==> src/rtl/strap_pkg.sv <==
package strap_pkg;
  localparam int unsigned SYNC_STAGES = 2;

  // Depth of the down-spread in hundredths of a percent.
  function automatic logic [8:0] spread_depth(input logic valid, input logic wide);
    if (!valid) return 9'd0;
    return wide ? 9'd375 : 9'd125;
  endfunction

  // Counter value on which the window closes.
  function automatic int unsigned window_last(input int unsigned cycles);
    return cycles - 1;
  endfunction
endpackage

==> src/rtl/strap_sync.sv <==
module strap_sync #(
  parameter int unsigned WIDTH = 4
) (
  input  logic             clk,
  input  logic [WIDTH-1:0] d,
  output logic [WIDTH-1:0] q
);
  logic [WIDTH-1:0] stage [strap_pkg::SYNC_STAGES];

  always_ff @(posedge clk) begin
    stage[0] <= d;
  end

  for (genvar s = 1; s < strap_pkg::SYNC_STAGES; s++) begin : g_stage
    always_ff @(posedge clk) begin
      stage[s] <= stage[s-1];
    end
  end

  assign q = stage[strap_pkg::SYNC_STAGES-1];
endmodule

==> src/rtl/strap_window_timer.sv <==
module strap_window_timer #(
  parameter int unsigned WINDOW_CYCLES = 28636
) (
  input  logic clk,
  input  logic run,
  input  logic hold,
  output logic capture_pulse
);
  localparam int unsigned CW = (WINDOW_CYCLES > 1) ? $clog2(WINDOW_CYCLES) : 1;
  localparam logic [CW-1:0] LAST = CW'(strap_pkg::window_last(WINDOW_CYCLES));

  logic [CW-1:0] count;
  logic          at_last;

  assign at_last = (count == LAST);

  always_ff @(posedge clk) begin
    if (!run) begin
      count <= '0;
    end else if (!hold && !at_last) begin
      count <= count + 1'b1;
    end
  end

  assign capture_pulse = run && !hold && at_last;
endmodule

==> src/rtl/strap_capture.sv <==
module strap_capture #(
  parameter int unsigned WIDTH = 4
) (
  input  logic             clk,
  input  logic             clear,
  input  logic             capture,
  input  logic [WIDTH-1:0] d,
  output logic [WIDTH-1:0] q,
  output logic             valid
);
  always_ff @(posedge clk) begin
    if (clear) begin
      q     <= '0;
      valid <= 1'b0;
    end else if (capture) begin
      q     <= d;
      valid <= 1'b1;
    end
  end
endmodule

==> src/rtl/strap_sequencer.sv <==
module strap_sequencer #(
  parameter int unsigned N_PINS        = 4,
  parameter int unsigned WINDOW_CYCLES = 28636,
  parameter int unsigned SPREAD_IDX    = 2
) (
  input  logic              clk,
  input  logic              supply_good,
  input  logic [N_PINS-1:0] strap_pin,
  output logic [N_PINS-1:0] drive_en,
  output logic [N_PINS-1:0] cfg_bits,
  output logic              cfg_valid,
  output logic              spread_wide,
  output logic [8:0]        spread_depth_cpct
);
  logic [N_PINS-1:0] sync_q;
  logic              capture_pulse;
  logic              stored;

  strap_sync #(.WIDTH(N_PINS)) u_sync (
    .clk (clk),
    .d   (strap_pin),
    .q   (sync_q)
  );

  strap_window_timer #(.WINDOW_CYCLES(WINDOW_CYCLES)) u_timer (
    .clk           (clk),
    .run           (supply_good),
    .hold          (stored),
    .capture_pulse (capture_pulse)
  );

  strap_capture #(.WIDTH(N_PINS)) u_capture (
    .clk     (clk),
    .clear   (!supply_good),
    .capture (capture_pulse),
    .d       (sync_q),
    .q       (cfg_bits),
    .valid   (stored)
  );

  for (genvar i = 0; i < N_PINS; i++) begin : g_drv
    assign drive_en[i] = stored;
  end

  assign cfg_valid         = stored;
  assign spread_wide       = cfg_bits[SPREAD_IDX];
  assign spread_depth_cpct = strap_pkg::spread_depth(stored, cfg_bits[SPREAD_IDX]);
endmodule

==> config.mk <==
export PLATFORM = sky130hd
export DESIGN_NAME = strap_sequencer
export DESIGN_NICKNAME = d
export VERILOG_FILES = /design/src/rtl/strap_pkg.sv /design/src/rtl/strap_sync.sv /design/src/rtl/strap_window_timer.sv /design/src/rtl/strap_capture.sv /design/src/rtl/strap_sequencer.sv
export SDC_FILE = /design/constraint.sdc
export NUM_CORES = 1
export LEC_CHECK = 0
export CAP_MARGIN = 20
export CORE_MARGIN = 1
export CORE_UTILIZATION = 49
export CTS_CLUSTER_SIZE = 12
export DETAILED_ROUTE_END_ITERATION = 8
export PLACE_DENSITY = 0.89
export SLEW_MARGIN = 20
export SYNTH_ARGS = -nofsm -noshare
export SYNTH_HDL_FRONTEND = slang
export SYNTH_SLANG_ARGS = --single-unit
==> constraint.sdc <==
create_clock -name clk -period 1.8 [get_ports clk]
set_clock_uncertainty 0.1 [all_clocks]
set_input_delay 0.36 -clock clk [delete_from_list [all_inputs] [get_ports clk]]
set_output_delay 0.36 -clock clk [all_outputs]
set_load 0.01 [all_outputs]
Word-level counts from Yosys, hierarchy flattened

Memory sizes are Yosys's and may differ from the RTL's. A register that Yosys moved wholly into a read port is not among the register bits.
Cells that the tools add are included.

$add $sub $neg: 1
Reductions and logical operators: 6
Multiplexer cells: 2
Bitwise gates (word level): 0
Order comparisons: 0
Shift-type cells: 0
$mul: 0
Equal/unequal tests: 1
Div/mod/pow operators: 0

Operators with widths:

| cell                  | count |
|---|---|
| $mux 9                | 2 |
| $add 15x1->15 const B | 1 |
| $eq 15x15->1 const B  | 1 |
| $logic_and 1x1->1     | 3 |
| $logic_not 1->1       | 3 |

RAM bits: 8
ROM bits: 0
Memories: 1
Latch bits: 0
Output and inout port bits: 19
Flip-flop bits (word level): 16
Logic and storage cells: 13

Memory list:

| name         | depth | bits a word | read ports | clocked after memory_dff | wr ports | line            | source |
|---|---|---|---|---|---|---|---|
| u_sync.stage | 2     | 4           | 2          | 1                        | 2        | strap_sync.sv:8 | `logic [WIDTH-1:0] stage [strap_pkg::SYNC_STAGES];` |

Logic depth before layout (Yosys ltp)

Gate-level depths: netlist of run 1.

Depth after elaboration: 3
Gate-level depth with buffers: 6

Cells and area by module

A second synthesis of run 1 with hierarchy kept.

Cells, all modules: 130
Area, all modules: 1226.2 um^2

By module, submodules not included:

| module             | cells an instance | instances | area each (um^2) | seq. area each (um^2) |
|---|---|---|---|---|
| strap_window_timer | 86                | 1         | 748.2            | 300.3 |
| strap_sync         | 12                | 1         | 190.2            | 160.2 |
| strap_capture      | 16                | 1         | 173.9            | 100.1 |
| strap_sequencer    | 16                | 1         | 113.9            | 0.0 |

Worst setup path before layout of run 1

OpenSTA, ideal clock, no wires.

Path type: register -> register
From: reg u_capture.valid
To: reg u_capture.q[0] (read register of u_sync.stage)
Period minus slack after synthesis: 1.636 ns
Buffers on the path: 2
Data required time: 1.581 ns
Arrival: 1.416 ns
Setup time: 0.119 ns
Stages on the path, launching flop included: 7
Path slack: 0.164 ns
Cell sequence: dfxtp_1 > buf_2 > inv_1 > and3_1 > and3_1 > buf_2 > mux2i_1

Longest elaborated chain between the ends: 3

RTL lines:

| item                           | line                     | source |
|---|---|---|
| from (decl)                    | strap_capture.sv:9       | `output logic valid` |
| from (signal assigned)         | strap_capture.sv:14      | `valid <= 1'b0;` |
| from (signal assigned)         | strap_capture.sv:17      | `valid <= 1'b1;` |
| $logic_not 1->1                | strap_window_timer.sv:25 | `assign capture_pulse = run && !hold && at_last;` |
| $logic_and 1x1->1 (2 in a row) | strap_window_timer.sv:25 |  |
| to (decl)                      | strap_capture.sv:8       | `output logic [WIDTH-1:0] q,` |

No other way between the ends.
A chain may end at the register's enable or synchronous reset.

Final worst setup path of run 1

From: reg u_capture.q[0] (read register of u_sync.stage)
To: out cfg_bits[0]

RTL lines:

| item      | line                  | source |
|---|---|---|
| to (decl) | strap_sequencer.sv:10 | `output logic [N_PINS-1:0] cfg_bits,` |

No word-level cell between the ends.

==> flow_summary.yaml, run 1 <==
power:
  leakage_nw: 0.630
  ir_drop_mv: 0.582
  power.density_nw_per_um2: 749
grt:
  overflow: 0
  grt_max_degree: 17
  grt_antenna_before_repair: 0
  grt_pass1_wl_mm: 4.17
  first_global_vias: 968
  grtUsageTotal_pct: 21.3
placed_design:
  dp_hpwl_mm: 1.79
  dp.cells: 172
  routabilityCongestion: 0.870
  dp_slack_ns: 0.0786
  portBuffers: 23
finish:
  diodes: 0
  nets: 158
  instances_no_fill: 178
  nFillCells: 185
  drive_gt1_share_pct: 12.0
  fin_util_pct: 64.6
  area_growth_pct: 21.3
synthesis:
  synth.top_cell.area_share_pct: 46.2
  netlist_instances: 132
  synth_common_cells: "dfxtp_1, nand2_1, buf_4, nor2_1"
  synth_most_common_cell: "dfxtp_1"
  synth_area_leaders: "dfxtp_1, buf_4, mux2i_1, nand2_1, nand4_1"
  yosysSeqAreaShare_pct: 46.2
  synth_edf_count: 0
  synth_area_leader_cell: "dfxtp_1"
  syn_avg_cell_area_um2: 9.18
  async_flop_share_pct: 0
  ys_ff_latch: 28
  synth.distinct_cells: 31
  synth_ff_type: "dfxtp_1"
  syn_nets: 139
  yosysWarnings: 0
  syn_area_um2: 1210
critical_path:
  critPathBufInv: 1
  reg2regPathDepth: 5
  r2r-end: "u_timer.count[9]"
  ff2ff_setup_slack_ns: 0.12
  crit_arrival_ns: 1.24
  crit_start: "u_capture.q[0]"
  max_stage_delay_ns: 0.54
  critical-path-slowest-cell: "clkdlybuf4s50_1"
  end_kind: "output pin"
  reg2reg_from: "u_timer.count[0]"
  worstSetupStartpointType: "flip-flop"
  criticalPathCategory: "flip-flop to output pin"
  path_max_fanout: 2
  path_cells: "clkdlybuf4s50_1"
  crit_family: "buffers and inverters"
  cp.required_ns: 1.34
clock_tree:
  clk_pin_slew_ns: 0.15
  clkLatencyLatePin_ns: 0.33
  cts_buffer_depth: 2
  htreeDepth: 1
  cts_inserted_buffers: 3
  cts_root_buf: "clkbuf_4"
  cts_hold_repair.buffers: 0
  clock_sinks: 28
  cts_tree: "done"
hold_path:
  hold_start: "u_sync.stage[0][0]"
  whs_path_depth: 0
  min_to: "u_sync.stage[1][0]"
  hp-class: "flip-flop to flip-flop"
timing:
  fin_ws_ns: 0.104
  slew_viol_final: 0
  fmax_mhz: 589
  period_minus_slack_ns: 1.70
  post-route-period-util_pct: 94.2
  setup_viol: 0
  fin_tns_setup_ns: 0
  rsz0062_at_grt: "false"
  finalHoldViolCount: 0
run:
  cap_violations: 0
routing:
  vias: 971
  drt-total-wl_mm: 2.40
  drt-initial-drc-count: 19
  drtAntennaViolNets: 0
  drcViolationCount: 0
  avgViaCountPerCell: 5.46
  dr.pass1.iters: 4
  wl_per_cell_um: 13.5
floorplanning:
  core-area_um2: 2280
  die_w_um: 51.7
  dieArea_um2: 2680
  pin_count: 25
  initial_core_util_pct: 53.3
  rows: 17
  die_h_um: 51.7
status:
  status: "completed"
power by group:
part           switching [mW]  leakage (nW)  internal [mW]
Clock                   0.181        0.0279          0.225
Sequential             0.0115         0.230          0.635
Combinational          0.0244         0.372         0.0228
logic make-up (layout without fill, tap and decap cells):
group	Yosys count	after routing	synth area share, %
AOI/OAI and AO/OA	11	11	6.61
xor gates and xnor gates	6	6	4.33
adders and majority gates	1	1	1.03
buffers and inverters	20	38	10.1
DFF	28	28	46.2
muxes	7	7	5.78
other	1	1	0.309
and+or+nand+nor	58	58	25.6
cell type report:
class | instances | area [um2] | area share, %
clock buffer | 3 | 22.5 | 1.53
inverter | 4 | 15.0 | 1.02
multi-input combinational | 84 | 533 | 36.3
tap | 28 | 35.0 | 2.38
timing repair buffer | 30 | 272 | 18.5
clock inverter | 1 | 30.0 | 2.04
sequential | 28 | 563 | 38.3
routing by layer:
layer / wire (um) / GRT usage (%) / share of wire [%] / vias up
li1: - / - / - / 474
met1: 995 / 23.6 / 42 / 454
met2: 1220 / 38.5 / 51 / 37
met3: 117 / 4.39 / 4.9 / 6
met4: 59 / 9.46 / 2.5 / 0
met5: 0 / 0 / 0 / -
flip-flops by register name, summed over array words and instances, names as in the netlist:
name,count
u_capture.q,4
u_capture.valid,1
u_sync.stage,8
u_timer.count,15
layout by cell type (no fill, tap or decap), types with 4 or more instances in the layout:
cell type and instances:
dfxtp_1 26, nand2_1 18, dlygate4sd2_1 13, nor2_1 9
clkdlybuf4s50_1 8, nand4_1 7, mux2i_1 7, buf_4 7
o21ai_0 6, nor4_1 4, xnor2_1 4
through the flow:
stage / total power [mW] / instance area, um2 / hold slack (ns)
after detailed placement: 0.707 / 1410 / 0.213
after global routing: 1.14 / 1470 / 0.250
after floorplan: 0.684 / 1210 / 0.210
after global placement: 0.701 / 1410 / 0.210
after CTS: 1.11 / 1460 / 0.245
final: 1.10 / 1470 / 0.245
worst max-delay path by stage:
stage                            end  slack (ns)  cells past startpoint
floorplan             u_capture.q[0]        0.16                      6
global placement    u_timer.count[9]        0.18                      5
detailed placement    u_capture.q[3]        0.08                      4
CTS                      cfg_bits[2]        0.01                      2
global route        u_timer.count[2]        0.03                      5
finish                   cfg_bits[0]        0.10                      1
timing repair:
item,CTS,global route
setup endpoints to repair,13,8
gates resized for setup,15,4
pin swaps,0,0
setup buffers,2,0
Power figures use the tool's default switching activity.
==> inputs of run 2 (changes only) <==
CORE_ASPECT_RATIO = 0.75   (was unset)
SLEW_MARGIN = unset   (was 20)
==> run 2 against run 1 <==
Against the previous run: combinational power is 3% higher; critical path depth increased by 2; cell area is 0.51% higher; first-iteration DRC count rose to 3.7 times the previous value; non-clock buffer count unchanged; total power decreased by 0.57%; worst setup slack got worse by 0.0047 ns; utilization is 1.1 points lower; routed wire length fell by 3.0%; sequential power hardly changed; critical path type unchanged; largest cell class unchanged; largest power group unchanged; highest routed layer unchanged.
==> flow_summary.yaml, run 2 (synthesis gave the netlist of run 1 again) <==
status:
  status: "completed"
timing:
  rsz0062_at_grt: "false"
  fin_ws_ns: 0.0988
  setup_viol: 0
  period_minus_slack_ns: 1.70
  finalHoldViolCount: 0
  post-route-period-util_pct: 94.5
  fin_tns_setup_ns: 0
  slew_viol_final: 0
  fmax_mhz: 588
critical_path:
  end_kind: "output pin"
  criticalPathCategory: "flip-flop to output pin"
  path_cells: "buf_4, buf_6, dlygate4sd2_1"
  critPathBufInv: 3
  path_max_fanout: 16
  crit_arrival_ns: 1.24
  critical-path-slowest-cell: "dfxtp_2"
  max_stage_delay_ns: 0.36
  reg2regPathDepth: 5
  cp.required_ns: 1.34
  cp.depth: 3
  worstSetupStartpointType: "flip-flop"
  crit_family: "buffers and inverters"
power:
  ir_drop_mv: 0.389
  leakage_nw: 0.634
  power.density_nw_per_um2: 741
run:
  cap_violations: 0
placed_design:
  dp_hpwl_mm: 1.78
  dp_slack_ns: 0.0961
  placed_area_um2: 1420
  portBuffers: 23
  routabilityCongestion: 0.856
floorplanning:
  core-area_um2: 2330
  die_w_um: 59.4
  initial_core_util_pct: 52.1
  pin_count: 25
  die_h_um: 45.1
  rows: 15
  dieArea_um2: 2680
finish:
  layout_common_cells: "dfxtp_1, nand2_1, dlygate4sd2_1"
  nets: 158
  area_growth_pct: 21.9
  reg.largest.list: "u_timer.count (15), u_sync.stage (8), u_capture.q (4)"
  final_common_cell: "dfxtp_1"
  multi_input_area_um2: 529
  regArea_um2: 563
  diodes: 0
  regMostFlops: "u_timer.count"
  stdcell_area_um2: 1480
  nFillCells: 202
  drive_gt1_share_pct: 10.7
  largest_reg_flops: 15
clock_tree:
  cts_inserted_buffers: 3
  htreeDepth: 1
  cts_buffer_depth: 2
  clock_sinks: 28
  cts_root_buf: "clkbuf_4"
  cts_tree: "done"
  clk_pin_slew_ns: 0.14
  clkLatencyLatePin_ns: 0.33
grt:
  grt_pass1_wl_mm: 3.82
  grtUsageTotal_pct: 19.4
  first_global_vias: 876
  grt_antenna_before_repair: 0
  overflow: 0
  grt_max_degree: 17
routing:
  drcViolationCount: 0
  avgViaCountPerCell: 5.16
  drt-total-wl_mm: 2.32
  drtAntennaViolNets: 0
  wl_per_cell_um: 12.6
  vias: 950
  dr.pass1.iters: 4
  drt-initial-drc-count: 70
hold_path:
  whs_path_depth: 0
  hp-class: "flip-flop to flip-flop"
[run 2: path summary, 6_finish.rpt]
check        slack (ns)                 end          startpoint
max                 0.1         drive_en[2]     u_capture.valid
min                0.25  u_sync.stage[1][0]  u_sync.stage[0][0]
max reg2reg        0.11    u_timer.count[9]    u_timer.count[0]
min reg2reg        0.25  u_sync.stage[1][0]  u_sync.stage[0][0]
[run 2: through the flow]
step	instances	hold slack, ns	util [%]	total power, mW
after floorplan	132	0.210	-	0.684
after global placement	178	0.212	60.8	0.704
final	184	0.247	63.5	1.09
after global routing	184	0.253	63.5	1.14
after detailed placement	178	0.216	60.8	0.708
after CTS	184	0.249	63.3	1.10
[run 2: where the power goes]
group / switching [mW] / leakage (nW) / internal (mW)
clock network: 0.174 / 0.0279 / 0.225
logic: 0.0249 / 0.376 / 0.0236
registers: 0.0109 / 0.230 / 0.635
total: 0.210 / 0.634 / 0.884
[run 2: layer usage]
metal,GRT usage (%),share of wire [%],vias to the layer above
met5,0,0,-
met4,2.86,0.56,0
met3,6.88,4.5,2
met2,33.9,50,24
met1,23.4,45,448
li1,-,-,476
[run 2: layout make-up]
| type | count | area share (%) |
|---|---|---|
| sequential | 28 | 38.1 |
| multi-input combinational | 84 | 35.8 |
| timing repair buffer | 30 | 18.6 |
| tap | 34 | 2.88 |
| clock inverter | 1 | 2.03 |
| clock buffer | 3 | 1.52 |
| inverter | 4 | 1.02 |
[run 2: timing repair]
action	4_1_cts	5_1_grt
gates resized for setup	16	2
setup endpoints to repair	13	2
pin swaps	0	0
gates cloned	0	0
setup buffers	2	0
hold endpoints to repair	0	0
hold buffers	0	0
